**src/rtl/intreg_decode.sv**
```systemverilog
module intreg_decode #(
  parameter logic [7:0] CH_EN_RST = 8'h00
) (
  input  logic        clk,
  input  logic        rst_n,
  input  logic [7:0]  addr,
  input  logic        rd,
  input  logic        wr,
  input  logic [7:0]  wdata,
  output logic        cfg_rd,
  output logic        cfg_wr,
  output logic [6:0]  cfg_addr,
  input  logic [7:0]  cfg_rdata,
  output logic [7:0]  ch_rd,
  output logic [7:0]  ch_wr,
  output logic [3:0]  ch_reg,
  input  logic [63:0] ch_rdata,
  output logic        ss_rd,
  input  logic [7:0]  ss_rdata,
  output logic [7:0]  chan_en,
  output logic        shr_en,
  output logic [7:0]  rdata,
  output logic        rvalid
);
  localparam int NCH = 8;

  logic       low_half, ctl_row, en_hit, sen_hit, cfg_hit;
  logic       main_win, ext_win, ss_hit, ch_hit;
  logic [2:0] ch_idx;
  logic [7:0] ch_onehot, rd_mux;

  assign low_half = ~addr[7];
  assign ctl_row  = addr[7:6] == 2'b01;
  assign en_hit   = ctl_row && addr[4:0] == 5'h00;
  assign sen_hit  = ctl_row && addr[4:0] == 5'h02;
  assign cfg_hit  = low_half && !en_hit && !sen_hit;
  assign cfg_addr = addr[6] ? {2'b10, addr[4:0]} : addr[6:0];

  assign main_win = addr[7:6] == 2'b10;
  assign ext_win  = addr[7:6] == 2'b11;
  assign ss_hit   = ext_win && shr_en && addr[3:0] == 4'h0;
  assign ch_idx   = main_win ? addr[5:3] : addr[3:1];
  assign ch_reg   = main_win ? {1'b0, addr[2:0]} : {3'b100, addr[0]};
  assign ch_hit   = (main_win || (ext_win && !ss_hit)) && chan_en[ch_idx];
  assign ch_onehot = ch_hit ? (8'b1 << ch_idx) : 8'b0;

  assign cfg_rd = cfg_hit && rd;
  assign cfg_wr = cfg_hit && wr;
  assign ss_rd  = ss_hit && rd;
  assign ch_rd  = rd ? ch_onehot : 8'b0;
  assign ch_wr  = wr ? ch_onehot : 8'b0;

  always_comb begin
    rd_mux = 8'h00;
    if (cfg_hit)      rd_mux = cfg_rdata;
    else if (en_hit)  rd_mux = chan_en;
    else if (sen_hit) rd_mux = {shr_en, 7'b0};
    else if (ss_hit)  rd_mux = ss_rdata;
    else if (ch_hit)  rd_mux = ch_rdata[ch_idx*8 +: 8];
  end

  always_ff @(posedge clk) begin
    if (!rst_n) begin
      chan_en <= CH_EN_RST;
      shr_en  <= 1'b1;
      rdata   <= 8'h00;
      rvalid  <= 1'b0;
    end else begin
      if (wr && en_hit)  chan_en <= wdata;
      if (wr && sen_hit) shr_en  <= wdata[7];
      rvalid <= rd;
      rdata  <= rd ? rd_mux : 8'h00;
    end
  end

  p_one_target_r9: assert property (@(posedge clk) disable iff (!rst_n)
    $onehot0({cfg_rd, cfg_wr, ss_rd, ch_rd, ch_wr}));
  p_rd_latency_r8: assert property (@(posedge clk) disable iff (!rst_n)
    rd |=> rvalid);
  p_idle_zero_r8: assert property (@(posedge clk) disable iff (!rst_n)
    !rvalid |-> rdata == 8'h00);
  p_disabled_zero_r7: assert property (@(posedge clk) disable iff (!rst_n)
    (rd && main_win && !chan_en[addr[5:3]]) |=> rdata == 8'h00);
  p_shared_prio_r6: assert property (@(posedge clk) disable iff (!rst_n)
    (rd && ext_win && shr_en && addr[3:0] == 4'h0) |-> ss_rd && ch_rd == 8'b0);
  p_no_rdwr_r9: assert property (@(posedge clk) disable iff (!rst_n)
    !(rd && wr));
endmodule

```
**config.mk**
```make
export PLATFORM = sky130hd
export DESIGN_NAME = intreg_decode
export DESIGN_NICKNAME = d
export VERILOG_FILES = /design/src/rtl/intreg_decode.sv
export SDC_FILE = /design/constraint.sdc
export NUM_CORES = 1
export LEC_CHECK = 0
export BUFFER_PORTS_ARGS = -buffer_cell sky130_fd_sc_hd__clkbuf_2
export CAP_MARGIN = 40
export CORE_UTILIZATION = 43
export CTS_CLUSTER_DIAMETER = 150
export DETAILED_ROUTE_END_ITERATION = 10
export PLACE_DENSITY = 0.88
export SKIP_CTS_REPAIR_TIMING = 1
export SYNTH_ARGS = -nofsm -noshare
export SYNTH_HDL_FRONTEND = slang
export SYNTH_SLANG_ARGS = --single-unit
```
**constraint.sdc**
```tcl
create_clock -name clk -period 6.05 [get_ports clk]
set_input_delay 1.21 -clock clk [delete_from_list [all_inputs] [get_ports clk]]
set_output_delay 1.21 -clock clk [all_outputs]
set_load 0.1 [all_outputs]
```
Word level (Yosys, flattened, before mapping)

Cells that the tools add are included.

Equality and inequality tests: 4
Magnitude comparators: 1
Multiplexer cells: 13
Bitwise logic cells: 1
Reduce and logical (&&, ||, !) cells: 20
Shift operators: 2

Operator list:

| operator            | count |
|---|---|
| $mux 8              | 8 |
| $shiftx 64x7->8     | 1 |
| $logic_and 1x1->1   | 13 |
| $shl 1x3->8 const A | 1 |
| $mux 7              | 1 |
| $eq 5x2->1 const B  | 1 |
| $logic_not 5->1     | 1 |
| $eq 2x2->1 const B  | 2 |
| $logic_not 4->1     | 1 |
| $lt 3x4->1 const B  | 1 |
| $mux 4              | 1 |
| $bmux 1 s3          | 1 |
| $logic_not 1->1     | 3 |
| $mux 3              | 1 |
| $eq 2x1->1 const B  | 1 |
| $reduce_and 2->1    | 1 |
| $logic_or 1x1->1    | 1 |
| $mux 1              | 1 |
| $not 1->1           | 1 |

Output and inout bits: 48
Input port bits: 100
Flip-flop bits (word level): 18

Longest topological paths before layout

Depth in word-level cells: 12
Gate-level depth with buffers: 9
Mapped depth without buffers: 7

Worst setup path before layout

OpenSTA, ideal clock, no wires.

Kind: in2out
From: input port addr[6]
To: output port ch_wr[3]
Path buffers: 2
Slack: 0.742 ns
Data arrival time: 4.098 ns
Data required time: 4.840 ns
Cell stages on the path: 9
Cells stage by stage: and2b_4 inv_2 a21o_1 buf_6 mux4_2 and4b_1 buf_6 nand2_1 nor2_1

Longest elaborated chain between the ends: 9
Elaborated cells between the ends (all ways): 14
Those cells by class: eq/ne: 2; shift: 1; mux: 5; reduce/logical: 6

RTL lines:

| element                                                        | RTL line | source |
|---|---|---|
| start: declaration                                             | 6        | `input logic [7:0] addr,` |
| parallel branches: the longest is 7 deep, another holds $mux 3 | n/a      |  |
| $mux 8 *                                                       | 45       | `assign ch_onehot = ch_hit ? (8'b1 << ch_idx) : 8'b0;` |
| $mux 8 *                                                       | 51       | `assign ch_wr = wr ? ch_onehot : 8'b0;` |
| end: declaration                                               | 15       | `output logic [7:0] ch_wr,` |

Every way passes the cells marked *. The select of a mux whose other input is x is not followed.

Final worst setup path

From: input port addr[7]
To: output port ch_rd[3]

Longest elaborated chain between the ends: 9
Elaborated cells between the ends (all ways): 14
Those cells by class: eq/ne: 2; shift: 1; mux: 5; reduce/logical: 6

RTL lines:

| element                                                        | RTL line | source |
|---|---|---|
| parallel branches: the longest is 7 deep, another holds $mux 3 | n/a      |  |
| $mux 8 *                                                       | 45       |  |
| $mux 8 *                                                       | 50       | `assign ch_rd = rd ? ch_onehot : 8'b0;` |
| end: declaration                                               | 14       | `output logic [7:0] ch_rd,` |

Marked as above.

==> summary.md <==
| Metric | Value |
|---|---|
| Crit path required time | `4840 ps` |
| Total Nets Final | `484` |
| Lkg Pwr | `between 1 and 1.5 nW` |
| Gr ovfl total | `0` |
| Crit Path Max Fanout | `25` |
| Max Clock Skew | `about 3.5 ps` |
| R2R Path End | `rdata[2]$_SDFF_PN0_` |
| Hold depth | `2` |
| Class of the worst hold path | `reg -> reg` |
| Total of max-cap violations | `0` |
| Final setup vio count | `0` |
| Longest Clk Path Bufs | `2` |
| Startpoint Class | `primary input` |
| Post-Syn Nets | `351` |
| Worst setup EP type | `output pin` |
| Syn Area/Cell | `about 7.2 um^2` |
| Area growth from synthesis to layout | `41.45%` |
| FF-to-FF path depth | `4` |
| CTS tree | `yes` |
| # clock sinks | `18` |
| Final Hold Viols | `0` |
| Hold_ws | `roughly 520 ps` |
| Vias after detailed routing | `between 2k and 2.5k` |
| # rows | `23` |
| Worst slack, placed | `between 1000 and 1500 ps` |
| Height of the die | `roughly 67 um` |
| Status | `completed` |
| First-pass GRT wire length | `about 9.4 mm` |
| Antenna diodes | `0` |
| Clock Root Buffer | `clkbuf_8` |
| Core ar. | `slightly above 4000 um^2` |
| Unrepaired setup endpoints after global routing | `false` |
| Worst Hold Endpoint | `chan_en[5]$_SDFFE_PN0P_` |
| Slew Viols, Final | `0` |
| # H-tree levels | `1` |
| WP data arrival | `3870 ps` |
| Share of layout cells above drive strength 1 | `0.4308` |
| Final worst slack | `between 900 and 1000 ps` |
| Total CTS buffers | `3` |
| Antenna violations before repair | `0` |
| Initial DRC Count | `approximately 160` |
| RR Startpoint | `chan_en[3]$_SDFFE_PN0P_` |
| # IOs | `between 100 and 150` |
| Buffers added on ports | `147` |
| FILL cells | `367` |
| Synth async-reset ratio | `0` |
| Total track usage | `0.2784` |
| Die area | `4483 um^2` |
| Multi-input gate area | `roughly 1300 um^2` |
| Die Wd | `between 60 and 70 um` |
| FF+latch count, synth | `18` |
| Synth warn | `0` |
| Fin Setup TNS | `0 ps` |
| Max_slew headroom | `0.3692` |
| Post-Syn Area | `~1800 um^2` |
| Vias per std cell | `roughly 5.6` |
| Highest Clock Rate | `~200 MHz` |
| Pwr Total | `between 0.0003 and 0.0004 W` |
| Number of global-route vias before repair | `~2.1k` |
| Fin cells | `approximately 430` |
| Seq/Total Area, Yosys | `0.1986` |
| DRT Pass-1 Iters | `4` |
| Synth cell types | `47` |
| Drc violations | `0` |
| Placed cells | `between 400 and 500` |
| Min Tclk post-route | `between 5000 and 6000 ps` |
| Final ANT Viol Nets | `0` |
| CP Class | `in -> out` |
| Clk pin slew, worst setup/hold paths | `60 ps` |
| Period utilization | `0.8390` |
| Post-synth top area share | `0.1986` |
| Top area cells in the synthesized netlist | `dfxtp_1, mux2i_1, nand2_1` |
| Post-synth top area cell | `dfxtp_1` |
| Reg area | `360.3 um^2` |
| R2R Setup Slk | `4350 ps` |
| Worst VDD drop | `0.1468 mV` |
| Clk Latency, worst-skew pair | `around 260 ps` |
| Worst Tran Pin Value | `between 900 and 1000 ps` |
| HP Start | `chan_en[5]$_SDFFE_PN0P_` |
| Final WL | `approximately 6.4 mm` |
| Cell Pwr Density | `~150 nW/um^2` |
| WL per Instance | `roughly 15 um` |
| Hpwl dp | `between 5 and 6 mm` |
| Mapped Cells | `around 250` |
| Final GP Congestion | `just over 0.8` |
| Number of synthesized flops with an enable pin | `0` |
| Initial core utilization | `0.4503` |
| Pin count of the biggest net entering global routing | `26` |
| Ys flop type | `dfxtp_1` |
==> cells by family (layout without fill, tap and decap cells) <==
group | after synthesis | count (layout) | synth area share
simple gates | 105 | 105 | 0.2841
compound gates | 77 | 77 | 0.3035
buf+inv | 29 | 161 | 0.08482
mux | 22 | 22 | 0.1290
flops | 18 | 18 | 0.1986
==> worst max-delay path, cell delays in order <==
cell and delay [ps]:
clkbuf_2 280, and2b_4 250, inv_2 90, a21o_1 190
buf_4 230, mux4_2 360, and4b_1 440, nand2_1 220
nor2_1 130, clkbuf_2 460
==> layout by cell type (no fill, tap or decap), types with 3 or more instances in the layout <==
cell / instances
clkbuf_2: 147
nand2_1: 47
nor2_1: 24
mux2i_1: 20
dfxtp_1: 18
a21oi_1: 16
a32oi_1: 11
o211ai_1: 11
o21ai_0: 10
nand3_1: 9
a21boi_0: 8
and2_1: 7
inv_1: 5
o221ai_1: 5
a221oi_1: 4
clkbuf_8: 4
buf_4: 4
o22ai_1: 3
==> Yosys cell counts, types with 2 or more instances <==
master    number
a21boi_0       8
a21oi_1       16
a221oi_1       4
a32oi_1       11
and2_1         7
and3b_1        2
buf_2          3
buf_4          7
buf_6          2
clkbuf_1      10
dfxtp_1       18
inv_1          5
mux2i_1       20
nand2_1       47
nand3_1        9
nand3b_1       2
nor2_1        24
nor2b_1        2
o211ai_1      11
o21ai_0       10
o221ai_1       5
o22ai_1        3
==> worst max path at each step <==
stage,endpoint,startpoint,slack [ps],depth (start not counted)
final,ch_rd[3],addr[7],970,10
after global routing,ch_rd[2],addr[7],800,10
after CTS,ch_rd[3],addr[7],1000,10
after detailed placement,ch_rd[3],addr[7],1000,10
after global placement,ch_rd[1],addr[7],1070,10
after floorplan,ch_wr[3],addr[6],740,9
==> layer usage <==
metal  GRT usage  wire, um  vias up  part of all wire
met1      0.3313      2389     1068              0.38
met3     0.05993       740        9              0.12
met2      0.4899      3142      154              0.49
li1            -         -     1189                 -
met4     0.08777        85        0             0.013
met5           0         0        -                 0
==> area by class of cell <==
class	instances	area share
inverter	6	0.008776
multi-input combinational	204	0.5066
timing repair buffer	151	0.2984
sequential	18	0.1404
clock buffer	4	0.02145
tap	50	0.02438
==> registers in the layout, indices dropped and copies added (netlist names) <==
name and count:
chan_en 8, rdata 8, rvalid 1, shr_en 1
==> report_power, final <==
group / internal [W] / total (W) / switching (W)
sequential: 0.000121 / 0.000122 / 0.000000931
clock: 0.0000579 / 0.0000981 / 0.0000402
combinational: 0.0000575 / 0.000171 / 0.000114
==> per-stage QoR <==
step / utilization / cell area [um^2]
after floorplan: - / 1814
after global placement: 0.6196 / 2496
after detailed placement: 0.6233 / 2511
after CTS: 0.6370 / 2566
after global routing: 0.6370 / 2566
final: 0.6370 / 2566
Power figures use the tool's default switching activity.
